[config.mk]
export PLATFORM = sky130hd
export DESIGN_NAME = pci_tgt_fsm
export DESIGN_NICKNAME = d
export VERILOG_FILES = /design/src/rtl/pci_tgt_pkg.sv /design/src/rtl/pci_tgt_cmd_decode.sv /design/src/rtl/pci_tgt_term_sel.sv /design/src/rtl/pci_tgt_fsm.sv
export SDC_FILE = /design/constraint.sdc
export NUM_CORES = 1
export LEC_CHECK = 0
export BUFFER_PORTS_ARGS = -buffer_cell sky130_fd_sc_hd__buf_4
export CAP_MARGIN = 20
export CORE_ASPECT_RATIO = 0.9
export CORE_MARGIN = 5
export CORE_UTILIZATION = 46
export CTS_BUF_LIST = sky130_fd_sc_hd__clkbuf_16
export DETAILED_ROUTE_END_ITERATION = 8
export HOLD_SLACK_MARGIN = 0.12
export MAX_ROUTING_LAYER = met4
export PLACE_DENSITY = 0.7
export SLEW_MARGIN = 20
export SYNTH_ARGS = -nofsm -noshare
export SYNTH_HDL_FRONTEND = slang
export SYNTH_SLANG_ARGS = --single-unit
[constraint.sdc]
create_clock -name clk -period 3.9 [get_ports clk]
set_input_delay 0.975 -clock clk [delete_from_list [all_inputs] [get_ports clk]]
set_output_delay 0.975 -clock clk [all_outputs]
set_load 0.01 [all_outputs]
[src/rtl/pci_tgt_pkg.sv]
package pci_tgt_pkg;

    localparam int CMD_W = 4;
    localparam int ST_W  = 5;

    typedef enum logic [ST_W-1:0] {
        ST_IDLE = 5'b00001,
        ST_DEC  = 5'b00010,
        ST_IGN  = 5'b00100,
        ST_DATA = 5'b01000,
        ST_TERM = 5'b10000
    } tgt_state_e;

    typedef struct packed {
        tgt_state_e st;
        logic       devsel;
        logic       trdy;
        logic       stop;
        logic       frm_prev;
        logic       claim;
        logic       wr;
        logic       first;
    } tgt_regs_t;

    localparam tgt_regs_t TGT_RESET = '{
        st:       ST_IDLE,
        devsel:   1'b0,
        trdy:     1'b0,
        stop:     1'b0,
        frm_prev: 1'b1,
        claim:    1'b0,
        wr:       1'b0,
        first:    1'b0
    };

endpackage

[src/rtl/pci_tgt_cmd_decode.sv]
module pci_tgt_cmd_decode
    import pci_tgt_pkg::*;
#(
    parameter logic [(1<<CMD_W)-1:0] CLAIM_MASK = 16'hDCCC,
    parameter logic [(1<<CMD_W)-1:0] WRITE_MASK = 16'h8888,
    parameter logic [(1<<CMD_W)-1:0] CFG_MASK   = 16'h0C00
) (
    input  logic [CMD_W-1:0] cmd,
    input  logic             bar_hit,
    input  logic             cfg_sel,
    output logic             claim,
    output logic             is_wr
);

    logic supported;
    logic sel_ok;

    // Claimable codes are qualified by the select that belongs to them.
    always_comb begin
        supported = CLAIM_MASK[cmd];
        sel_ok    = CFG_MASK[cmd] ? cfg_sel : bar_hit;
        claim     = supported && sel_ok;
        is_wr     = WRITE_MASK[cmd];
    end

endmodule

[src/rtl/pci_tgt_term_sel.sv]
module pci_tgt_term_sel (
    input  logic first,
    input  logic ready,
    input  logic retry,
    input  logic disc,
    input  logic abort,
    output logic go_term,
    output logic devsel,
    output logic trdy,
    output logic stop
);

    // Priority: abort, then retry on the first phase, then disconnect,
    // then an ordinary phase paced by the user ready input.
    always_comb begin
        go_term = 1'b0;
        devsel  = 1'b1;
        trdy    = ready;
        stop    = 1'b0;
        if (abort) begin
            go_term = 1'b1;
            devsel  = 1'b0;
            trdy    = 1'b0;
            stop    = 1'b1;
        end else if (retry && first) begin
            go_term = 1'b1;
            trdy    = 1'b0;
            stop    = 1'b1;
        end else if (disc || retry) begin
            go_term = 1'b1;
            stop    = 1'b1;
        end
    end

endmodule

[src/rtl/pci_tgt_fsm.sv]
module pci_tgt_fsm
    import pci_tgt_pkg::*;
#(
    parameter logic [(1<<CMD_W)-1:0] CLAIM_MASK = 16'hDCCC,
    parameter logic [(1<<CMD_W)-1:0] WRITE_MASK = 16'h8888,
    parameter logic [(1<<CMD_W)-1:0] CFG_MASK   = 16'h0C00
) (
    input  logic             clk,
    input  logic             rst_n,
    input  logic             frame_n,
    input  logic             irdy_n,
    input  logic [CMD_W-1:0] cmd_be,
    input  logic             bar_hit,
    input  logic             cfg_sel,
    input  logic             usr_ready,
    input  logic             usr_retry,
    input  logic             usr_disc,
    input  logic             usr_abort,
    output logic             devsel_n,
    output logic             trdy_n,
    output logic             stop_n,
    output logic             addr_strobe,
    output logic             rd_strobe,
    output logic             wr_strobe
);

    tgt_regs_t cur_q;
    tgt_regs_t nxt_d;

    logic       dec_claim;
    logic       dec_wr;
    logic       xfer;
    logic       sel_first;
    logic       sel_term;
    logic       sel_devsel;
    logic       sel_trdy;
    logic       sel_stop;
    logic [ST_W-1:0] st_now;

    pci_tgt_cmd_decode #(
        .CLAIM_MASK (CLAIM_MASK),
        .WRITE_MASK (WRITE_MASK),
        .CFG_MASK   (CFG_MASK)
    ) u_dec (
        .cmd     (cmd_be),
        .bar_hit (bar_hit),
        .cfg_sel (cfg_sel),
        .claim   (dec_claim),
        .is_wr   (dec_wr)
    );

    pci_tgt_term_sel u_term (
        .first   (sel_first),
        .ready   (usr_ready),
        .retry   (usr_retry),
        .disc    (usr_disc),
        .abort   (usr_abort),
        .go_term (sel_term),
        .devsel  (sel_devsel),
        .trdy    (sel_trdy),
        .stop    (sel_stop)
    );

    // A data phase completes when both ready strobes are low together.
    assign xfer      = cur_q.trdy && !irdy_n;
    assign sel_first = cur_q.first && !xfer;

    always_comb begin
        nxt_d          = cur_q;
        nxt_d.frm_prev = frame_n;
        unique case (cur_q.st)
            ST_IDLE: begin
                if (!frame_n && cur_q.frm_prev) begin
                    nxt_d.st    = ST_DEC;
                    nxt_d.claim = dec_claim;
                    nxt_d.wr    = dec_wr;
                    nxt_d.first = 1'b1;
                end
            end
            ST_DEC: begin
                if (cur_q.claim) begin
                    nxt_d.st     = sel_term ? ST_TERM : ST_DATA;
                    nxt_d.devsel = sel_devsel;
                    nxt_d.trdy   = sel_trdy;
                    nxt_d.stop   = sel_stop;
                end else begin
                    nxt_d.st = ST_IGN;
                end
            end
            ST_IGN: begin
                if (frame_n && irdy_n) begin
                    nxt_d.st = ST_IDLE;
                end
            end
            ST_DATA: begin
                if (xfer && frame_n) begin
                    nxt_d.st     = ST_IDLE;
                    nxt_d.devsel = 1'b0;
                    nxt_d.trdy   = 1'b0;
                    nxt_d.stop   = 1'b0;
                    nxt_d.claim  = 1'b0;
                end else if (!(cur_q.trdy && !xfer)) begin
                    nxt_d.first  = sel_first;
                    nxt_d.st     = sel_term ? ST_TERM : ST_DATA;
                    nxt_d.devsel = sel_devsel;
                    nxt_d.trdy   = sel_trdy;
                    nxt_d.stop   = sel_stop;
                end
            end
            ST_TERM: begin
                if (frame_n) begin
                    nxt_d.st     = ST_IDLE;
                    nxt_d.devsel = 1'b0;
                    nxt_d.trdy   = 1'b0;
                    nxt_d.stop   = 1'b0;
                    nxt_d.claim  = 1'b0;
                end else if (xfer) begin
                    nxt_d.trdy  = 1'b0;
                    nxt_d.first = 1'b0;
                end
            end
            default: begin
                nxt_d          = TGT_RESET;
                nxt_d.frm_prev = frame_n;
            end
        endcase
    end

    always_ff @(posedge clk or negedge rst_n) begin
        if (!rst_n) begin
            cur_q <= TGT_RESET;
        end else begin
            cur_q <= nxt_d;
        end
    end

    assign st_now      = cur_q.st;
    assign devsel_n    = !cur_q.devsel;
    assign trdy_n      = !cur_q.trdy;
    assign stop_n      = !cur_q.stop;
    assign addr_strobe = (cur_q.st == ST_DEC) && cur_q.claim;
    assign rd_strobe   = xfer && !cur_q.wr;
    assign wr_strobe   = xfer && cur_q.wr;

endmodule

* Yosys cells after proc, flatten, opt, wreduce, memory -nomap -nowiden *
Memories as Yosys holds them, arrays and structs flattened.
Cells that the tools add are included.

storage, ports and cells
  register bits = 12
  memory bits (read-only) = 48
  memories kept = 3

operators by class
  magnitude comparators = 1
  equality and inequality tests = 16
  multiplexer cells = 31
  bitwise logic cells = 3
  reduce and logical (&&, ||, !) cells = 28

memories
  name             words  bits a word  read ports  clocked after Yosys merged registers in  wr ports  RTL line                  RTL
  (no name shown)  16     1            1           0                                        0         pci_tgt_cmd_decode.sv:20  supported = CLAIM_MASK[cmd];
  (no name shown)  16     1            1           0                                        0         pci_tgt_cmd_decode.sv:21  sel_ok = CFG_MASK[cmd] ? cfg_sel : bar_hit;
  (no name shown)  16     1            1           0                                        0         pci_tgt_cmd_decode.sv:23  is_wr = WRITE_MASK[cmd];

operators by type and width
  operator                                             number
  case mux 5 bit (5 select lines)                      1
  two-way mux 5 bit                                    4
  inequality test 2 bit, second input constant         9
  two-way mux 1 bit                                    17
  two-way mux 8 bit                                    2
  AND reduction 4 bit                                  4
  case mux 3 bit (4 select lines)                      1
  logical AND 1 bit                                    11
  case mux 1 bit (4 select lines)                      2
  logical NOT 1 bit                                    7
  two-way mux 3 bit                                    2
  two-way mux 6 bit                                    1
  inequality test 3 bit, second input constant         2
  AND reduction 6 bit                                  1
  equality test 5 x 1 -> 1 bit, second input constant  1
  equality test 5 x 2 -> 1 bit, second input constant  1
  equality test 5 x 3 -> 1 bit, second input constant  1
  equality test 5 x 4 -> 1 bit, second input constant  1
  equality test 5 bit, second input constant           1
  < comparator 4 x 5 -> 1 bit, second input constant   1
  OR reduction 2 bit                                   2
  OR reduction 4 bit                                   1
  NOT 1 bit                                            3
  case mux 1 bit (2 select lines)                      1
  other kinds (2)                                      2

* Logic depth before layout (Yosys ltp) *
Gate-level depths: netlist of run 1.

  word-level depth = 11
  gate-level depth with buffers = 6
  depth with buffers taken out = 4

* Modules after synthesis *
From an unflattened synthesis of run 1, not the netlist that was laid out.

second synthesis, totals
  cells, all modules = 107
  area total of the unflattened synthesis = 923.4 um^2

by module, submodules not included
  module              times used  cells an instance  area an instance (um^2)  sequential area each (um^2)
  pci_tgt_fsm         1           96                 849.6                    302.8
  pci_tgt_cmd_decode  1           6                  46.3                     0.0
  pci_tgt_term_sel    1           5                  27.5                     0.0

* Least setup slack after synthesis of run 1 *
No wires, ideal clock.

  kind = input port to output port
  from = in irdy_n
  to = out wr_strobe
  arrival = 1.477 ns
  required time = 2.925 ns
  slack = 1.448 ns
  stages on the path = 2
  buffers on the path = 0
  path through = nor2b_1 and2_1

between the ends
  word-level cells in the longest chain between the ends = 3

ends and longest elaborated chain
  what               RTL line            RTL
  from (decl)        pci_tgt_fsm.sv:11   input logic irdy_n,
  logical NOT 1 bit  pci_tgt_fsm.sv:65   assign xfer = cur_q.trdy && !irdy_n;
  logical AND 1 bit  pci_tgt_fsm.sv:65
  logical AND 1 bit  pci_tgt_fsm.sv:143  assign wr_strobe = xfer && cur_q.wr;
  to (decl)          pci_tgt_fsm.sv:24   output logic wr_strobe

No other way between the ends.

* Worst setup path after layout of run 1 *
  from = reg cur_q (netlist bit st_now[3])
  to = out addr_strobe

between the ends
  word-level cells in the longest chain between the ends = 2

ends and longest elaborated chain
  what                          RTL line            RTL
  from (decl)                   pci_tgt_fsm.sv:27   tgt_regs_t cur_q;
  from (signal assigned)        pci_tgt_fsm.sv:133  cur_q <= nxt_d;
  equality test 5 x 2 -> 1 bit  pci_tgt_fsm.sv:141  assign addr_strobe = (cur_q.st == ST_DEC) && cur_q.claim;
  logical AND 1 bit             pci_tgt_fsm.sv:141
  to (decl)                     pci_tgt_fsm.sv:22   output logic addr_strobe,

No other way between the ends.

==> impl_metrics.prom, run 1 <==
# TYPE chip_impl_metric gauge
chip_impl_info{name="status",value="complete, no violations"} 1
chip_impl_metric{name="grt_max_degree",unit=""} 13
chip_impl_metric{name="power.combinational.fraction",unit=""} 0.408
chip_impl_metric{name="part_of_the_power_in_the_clock_network",unit=""} 0.274
chip_impl_metric{name="antenna_cells",unit=""} 0
chip_impl_metric{name="clkTransAtPathRegs",unit="ns"} 0.05
chip_impl_metric{name="postLayoutCoreUtil",unit=""} 0.621
chip_impl_metric{name="power.net_switching",unit="uW"} 239
chip_impl_metric{name="fmax",unit="GHz"} 0.364
chip_impl_metric{name="synth_edf_count",unit=""} 0
chip_impl_info{name="crit_path_class",value="reg -> out"} 1
chip_impl_metric{name="grt_overflow",unit=""} 0
chip_impl_metric{name="cts.repair_timing.setup_buffer_count",unit=""} 0
chip_impl_metric{name="die_w",unit="um"} 55.6
chip_impl_metric{name="total_of_cells_resized_after_clock_tree_synthesis",unit=""} 0
chip_impl_metric{name="yosysUniqueCellTypes",unit=""} 41
chip_impl_metric{name="hold_viol",unit=""} 0
chip_impl_metric{name="post_synth_instance_area",unit="um^2"} 862
chip_impl_metric{name="setup-tns-final",unit="ns"} 0
chip_impl_metric{name="final.fill_count",unit=""} 147
chip_impl_info{name="critPathCaptureType",value="primary output"} 1
chip_impl_metric{name="dr_total_vias",unit=""} 796
chip_impl_info{name="synth_flop_cell",value="sky130_fd_sc_hd__dfrtp_1"} 1
chip_impl_metric{name="grt_antenna_before_repair",unit=""} 0
chip_impl_metric{name="report.final.setup_viol",unit=""} 0
chip_impl_metric{name="synth_fp_nets",unit=""} 108
chip_impl_metric{name="initial_core_util",unit=""} 0.497
chip_impl_metric{name="flow.area_growth_from_synthesis",unit="%"} 25.0
chip_impl_metric{name="crit_required",unit="ns"} 2.92
chip_impl_metric{name="tritoncts_num_sinks",unit=""} 12
chip_impl_info{name="cts_root_buffer",value="sky130_fd_sc_hd__clkbuf_16"} 1
chip_impl_metric{name="tightestPinTransition",unit="ns"} 0.496
chip_impl_metric{name="gpl.final_weighted_congestion",unit=""} 0.828
chip_impl_metric{name="max-cap-violations",unit=""} 0
chip_impl_metric{name="number_of_drc_markers_in_iteration_0",unit=""} 21
chip_impl_metric{name="clock_latency_reported_for_the_late_side_of_the_worst_skew_pair",unit="ns"} 0.24
chip_impl_metric{name="drive_gt1_frac",unit=""} 0.295
chip_impl_metric{name="drv_slew",unit=""} 0
chip_impl_metric{name="skew",unit="ns"} 0.00520
chip_impl_metric{name="p_seq_frac",unit=""} 0.318
chip_impl_metric{name="synth-seq-cells",unit=""} 12
chip_impl_metric{name="syn-instance-count",unit=""} 94
chip_impl_info{name="hold_crit_class",value="reg -> reg"} 1
chip_impl_info{name="most_used_cells_in_the_layout_excluding_fill_and_tap_cells",value="19 x sky130_fd_sc_hd__buf_4, 10 x sky130_fd_sc_hd__dfrtp_1, 9 x sky130_fd_sc_hd__inv_1"} 1
chip_impl_metric{name="layoutNonFillerInstCount",unit=""} 136
chip_impl_metric{name="yosysSeqAreaShare",unit=""} 0.351
chip_impl_metric{name="drt_drc_violations_left",unit=""} 0
chip_impl_metric{name="global_route_wire_length_before_repair",unit="um"} 3640
chip_impl_metric{name="core_region_area",unit="um^2"} 1730
chip_impl_info{name="setup_repair_after_global_routing_missed_its_margin",value="no"} 1
chip_impl_info{name="critPathLaunchType",value="flop"} 1
chip_impl_metric{name="cts_made_buffers",unit=""} 3
chip_impl_metric{name="wirelength",unit="um"} 2000
chip_impl_metric{name="die_h",unit="um"} 51.1
chip_impl_metric{name="post-synth-top-area-fraction",unit=""} 0.290
chip_impl_info{name="cts_tree",value="done"} 1
chip_impl_metric{name="post_drt_wl_per_cell",unit="um"} 14.7
chip_impl_info{name="synth_area_leader_cell",value="sky130_fd_sc_hd__dfrtp_1"} 1
chip_impl_metric{name="first_pass_iters",unit=""} 4
chip_impl_metric{name="ant_nets",unit=""} 0
chip_impl_info{name="synthTopCellsByArea",value="sky130_fd_sc_hd__dfrtp_1 29%, sky130_fd_sc_hd__dfstp_2 6.1%, sky130_fd_sc_hd__a21oi_1 4.1%, sky130_fd_sc_hd__o21ai_0 4.1%, sky130_fd_sc_hd__a211oi_1 3.5%"} 1
chip_impl_metric{name="grt_use_total",unit=""} 0.166
chip_impl_metric{name="vias_per_cell",unit=""} 5.85
chip_impl_metric{name="die_area",unit="um^2"} 2840
chip_impl_metric{name="clk_path_buf_depth",unit=""} 2
chip_impl_metric{name="detailedPlacementHpwl",unit="um"} 1540
chip_impl_metric{name="total_leakage_power",unit="uW"} 0.000467
chip_impl_metric{name="power-per-cell-area",unit="nW/um^2"} 629
chip_impl_metric{name="fin_crit_sh",unit=""} 0.704
chip_impl_metric{name="worst-endpoint-arrival",unit="ns"} 1.77
chip_impl_metric{name="internal-power",unit="uW"} 438
chip_impl_metric{name="via_count_of_the_first_global_routing_pass",unit=""} 787
chip_impl_info{name="layout.cells.most_common",value="sky130_fd_sc_hd__buf_4"} 1
chip_impl_metric{name="htreeDepth",unit=""} 1
chip_impl_metric{name="postSynth.asyncResetShare",unit=""} 1.00
chip_impl_metric{name="count_of_buffers_inserted_at_the_top_level_ports",unit=""} 19
chip_impl_metric{name="critical_path.max_fanout",unit=""} 8
chip_impl_metric{name="dp.cells",unit=""} 132
chip_impl_metric{name="final_period_minus_worst_setup_slack",unit="ns"} 2.75
chip_impl_metric{name="avgSynthCellArea",unit="um^2"} 9.17
chip_impl_metric{name="cts-hold-fix-buffers",unit=""} 0
chip_impl_metric{name="yosysWarnings",unit=""} 0
chip_impl_metric{name="timing.slew.headroom",unit=""} 0.666
chip_impl_metric{name="worst_ir_drop_vdd",unit="uV"} 362
chip_impl_metric{name="switching_part_of_the_total",unit=""} 0.353
chip_impl_metric{name="rows",unit=""} 14
chip_impl_metric{name="num-nets-final",unit=""} 127
chip_impl_metric{name="io_pins",unit=""} 20
-- per-layer routing --
layer  part of all wire  GRT usage
met1               0.49      0.218
met2               0.45      0.246
met3              0.046     0.0378
met4              0.015     0.0688
met5                  0          -
-- cells by family after synthesis --
group,synth area share
and+or+nand+nor,0.260
AOI/OAI and AO/OA,0.242
buffers and inverters,0.0769
DFF,0.351
muxes,0.0493
xor gates and xnor gates,0.0203
-- power groups by stage --
stage	sequential (uW)	combinational, uW	clock, uW
floorplan	183	250	0
global placement	214	268	0
detailed placement	216	276	0
CTS	214	277	188
global route	224	308	194
finish	215	277	186
-- final cells by class --
class,count,area (um^2),share of cell area
Multi-Input combinational cell,69,493,0.458
Timing Repair Buffer,19,143,0.132
Inverter,8,30.0,0.0279
Tap cell,24,30.0,0.0279
Clock buffer,3,75.1,0.0697
Clock inverter,1,3.75,0.00348
Sequential cell,12,303,0.281
-- worst max-delay path: stages, from the launching register on --
cell and delay [ns]:
sky130_fd_sc_hd__dfrtp_1 0.46, sky130_fd_sc_hd__nor2_1 0.43, sky130_fd_sc_hd__and4bb_2 0.38, sky130_fd_sc_hd__and2_1 0.14, sky130_fd_sc_hd__buf_4 0.11
-- metrics by stage --
| step | instance area, um^2 | setup WS (ns) | power, uW | hold slack [ns] |
|---|---|---|---|---|
| after global placement | 998 | 1.19 | 482 | 0.471 |
| after CTS | 1080 | 1.15 | 679 | 0.485 |
| final | 1080 | 1.15 | 678 | 0.487 |
| after detailed placement | 998 | 1.17 | 491 | 0.476 |
| after global routing | 1080 | 1.08 | 726 | 0.515 |
| after floorplan | 862 | 1.45 | 433 | 0.450 |
-- cell usage after synthesis, types with 3 or more instances --
library cell,number
sky130_fd_sc_hd__o31ai_1,3
sky130_fd_sc_hd__nor2_1,4
sky130_fd_sc_hd__inv_1,8
sky130_fd_sc_hd__nand2_1,3
sky130_fd_sc_hd__a21oi_1,7
sky130_fd_sc_hd__o21ai_0,7
sky130_fd_sc_hd__dfrtp_1,10
sky130_fd_sc_hd__a211oi_1,4
-- flip-flops by register name, summed over array words and instances (netlist names) --
register	cells
st_now	5
cur_q	7
-- worst paths after layout --
| check | from | end | slack, ns | cells after the start |
|---|---|---|---|---|
| worst max-delay path | st_now[3] | addr_strobe | 1.15 | 4 |
| min in group asynchronous | rst_n | cur_q[5] | 0.58 | 1 |
| worst max register to register | st_now[0] | cur_q[2] | 1.92 | 4 |
| worst min-delay path | cur_q[0] | cur_q[0] | 0.49 | 1 |
| max in group asynchronous | rst_n | cur_q[3] | 3.09 | 1 |
| worst min register to register | cur_q[0] | cur_q[0] | 0.49 | 1 |
Power figures use the tool's default switching activity.
==> run 2: changes to the inputs <==
- PLACE_DENSITY: 0.7 -> 0.73
- clock period: 3.9 -> 2.25 ns (I/O delays scaled with it)
==> run 2 against run 1 <==
- critical path depth unchanged
- non-clock buffer count increased by 1
- clock-buffer cell count unchanged
- core utilization increased by 0.43 points
- routed wire length increased by 9.9%
- sequential share of layout area decreased by 0.19 points
- first-iteration DRC count unchanged
- largest cell class unchanged
- highest routed layer unchanged
==> impl_metrics.prom, run 2 (synthesized netlist as in run 1, its figures left out) <==
# TYPE chip_impl_metric gauge
chip_impl_metric{name="max-cap-violations",unit=""} 0
chip_impl_metric{name="dp.cells",unit=""} 133
chip_impl_metric{name="pre_cts_ws",unit="ns"} 0.291
chip_impl_metric{name="final_period_minus_worst_setup_slack",unit="ns"} 2.08
chip_impl_metric{name="drv_slew",unit=""} 0
chip_impl_metric{name="num-nets-final",unit=""} 128
chip_impl_metric{name="initial_core_util",unit=""} 0.497
chip_impl_info{name="critPathLaunchType",value="flop"} 1
chip_impl_metric{name="hold_viol",unit=""} 0
chip_impl_metric{name="wirelength",unit="um"} 2190
chip_impl_metric{name="crit_path_max_incr_delay",unit="ns"} 0.47
chip_impl_info{name="hold_crit_class",value="in -> async"} 1
chip_impl_metric{name="ant_nets",unit=""} 0
chip_impl_metric{name="antenna_cells",unit=""} 0
chip_impl_metric{name="grt_antenna_before_repair",unit=""} 0
chip_impl_metric{name="io_pins",unit=""} 20
chip_impl_metric{name="grt_use_total",unit=""} 0.176
chip_impl_info{name="cts_tree",value="done"} 1
chip_impl_metric{name="clock_latency_reported_for_the_late_side_of_the_worst_skew_pair",unit="ns"} 0.24
chip_impl_info{name="status",value="complete, no violations"} 1
chip_impl_metric{name="clk_path_buf_depth",unit=""} 2
chip_impl_metric{name="htreeDepth",unit=""} 1
chip_impl_metric{name="worst-endpoint-arrival",unit="ns"} 1.51
chip_impl_metric{name="critical_path.max_fanout",unit=""} 8
chip_impl_metric{name="drive_gt1_frac",unit=""} 0.301
chip_impl_metric{name="die_h",unit="um"} 51.1
chip_impl_metric{name="worst_ir_drop_vdd",unit="uV"} 744
chip_impl_metric{name="gpl.final_weighted_congestion",unit=""} 0.818
chip_impl_metric{name="total_of_cells_resized_after_clock_tree_synthesis",unit=""} 0
chip_impl_info{name="max_flop_register",value="cur_q"} 1
chip_impl_metric{name="report.final.setup_viol",unit=""} 0
chip_impl_metric{name="number_of_drc_markers_in_iteration_0",unit=""} 21
chip_impl_info{name="cts_root_buffer",value="sky130_fd_sc_hd__clkbuf_16"} 1
chip_impl_metric{name="total_leakage_power",unit="uW"} 0.000471
chip_impl_metric{name="layoutNonFillerInstCount",unit=""} 137
chip_impl_metric{name="global_route_wire_length_before_repair",unit="um"} 3820
chip_impl_metric{name="fmax",unit="GHz"} 0.482
chip_impl_metric{name="count_of_buffers_inserted_at_the_top_level_ports",unit=""} 19
chip_impl_metric{name="first_pass_iters",unit=""} 5
chip_impl_info{name="critical-path-slowest-cell",value="sky130_fd_sc_hd__dfrtp_1"} 1
chip_impl_metric{name="power-per-cell-area",unit="nW/um^2"} 1100
chip_impl_metric{name="clkTransAtPathRegs",unit="ns"} 0.04
chip_impl_metric{name="post_drt_wl_per_cell",unit="um"} 16.0
chip_impl_metric{name="crit_required",unit="ns"} 1.69
chip_impl_metric{name="cts-hold-fix-buffers",unit=""} 0
chip_impl_info{name="crit_path_class",value="reg -> out"} 1
chip_impl_info{name="path_cells",value="nor2_1 > and4bb_2 > and2_1 > buf_4"} 1
chip_impl_metric{name="detailedPlacementHpwl",unit="um"} 1590
chip_impl_metric{name="cts.repair_timing.setup_buffer_count",unit=""} 0
chip_impl_info{name="most_used_cells_in_the_layout_excluding_fill_and_tap_cells",value="20 x sky130_fd_sc_hd__buf_4, 10 x sky130_fd_sc_hd__dfrtp_1, 9 x sky130_fd_sc_hd__inv_1"} 1
chip_impl_metric{name="skew",unit="ns"} 0.00268
chip_impl_metric{name="vias_per_cell",unit=""} 6.13
chip_impl_metric{name="die_w",unit="um"} 55.6
chip_impl_metric{name="rows",unit=""} 14
chip_impl_info{name="layout.cells.most_common",value="sky130_fd_sc_hd__buf_4"} 1
chip_impl_info{name="setup_repair_after_global_routing_missed_its_margin",value="no"} 1
chip_impl_metric{name="die_area",unit="um^2"} 2840
chip_impl_metric{name="timing.slew.headroom",unit=""} 0.673
chip_impl_metric{name="fin_ws",unit="ns"} 0.175
chip_impl_metric{name="largest_register_ffs",unit=""} 7
chip_impl_metric{name="worst_hold_slack",unit="ns"} 0.155
chip_impl_metric{name="grt_max_degree",unit=""} 13
chip_impl_metric{name="tightestPinTransition",unit="ns"} 0.484
chip_impl_metric{name="cts_made_buffers",unit=""} 3
chip_impl_metric{name="flow.area_growth_from_synthesis",unit="%"} 25.8
chip_impl_metric{name="via_count_of_the_first_global_routing_pass",unit=""} 855
chip_impl_metric{name="setup-tns-final",unit="ns"} 0
chip_impl_info{name="critPathCaptureType",value="primary output"} 1
chip_impl_metric{name="drt_drc_violations_left",unit=""} 0
chip_impl_metric{name="fin_crit_sh",unit=""} 0.922
chip_impl_metric{name="dr_total_vias",unit=""} 840
chip_impl_metric{name="tritoncts_num_sinks",unit=""} 12
chip_impl_metric{name="grt_overflow",unit=""} 0
chip_impl_metric{name="core_region_area",unit="um^2"} 1730
run 2: power breakdown:
part           switching, uW  internal (uW)  leakage [uW]
logic                    249            243      0.000273
clock network           92.1            234     0.0000423
registers               88.4            287      0.000156
run 2: metrics by stage:
stage | area, um^2 | utilization | total power (uW)
2_1_floorplan | 862 | - | 751
3_3_place_gp | 1010 | 0.580 | 846
3_5_place_dp | 1010 | 0.580 | 853
4_1_cts | 1080 | 0.626 | 1190
5_1_grt | 1080 | 0.626 | 1280
6_report | 1080 | 0.626 | 1190
run 2: final timing paths:
path | from | to | slack, ns | depth (start not counted)
min in group clk | cur_q[0] | cur_q[0] | 0.48 | 1
worst min register to register | cur_q[0] | cur_q[0] | 0.48 | 1
worst max register to register | st_now[0] | cur_q[2] | 0.27 | 4
worst max-delay path | st_now[3] | addr_strobe | 0.17 | 4
worst min-delay path | rst_n | st_now[3] | 0.16 | 1
max in group asynchronous | rst_n | cur_q[3] | 1.86 | 1
run 2: routing by layer:
metal,share of wire,GRT usage,wire length (um),up-vias
met5,0,-,0,-
met4,0.025,0.0688,55,0
met3,0.048,0.0504,106,12
met2,0.48,0.285,1060,35
met1,0.44,0.208,974,405
li1,-,-,-,388
run 2: cell type report:
type                       instances  area [um^2]
timing repair buffer              20          150
fill                             133          649
multi-input combinational         69          493
inverter                           8         30.0
tap                               24         30.0
sequential                        12          303
clock inverter                     1         3.75
clock buffer                       3         75.1
run 2: critical path, delay by kind of cell (launching register included):
| family | cells | cell delay (ns) |
|---|---|---|
| and+or+nand+nor | 3 | 0.68 |
| DFF | 1 | 0.47 |
| buffers and inverters | 1 | 0.11 |
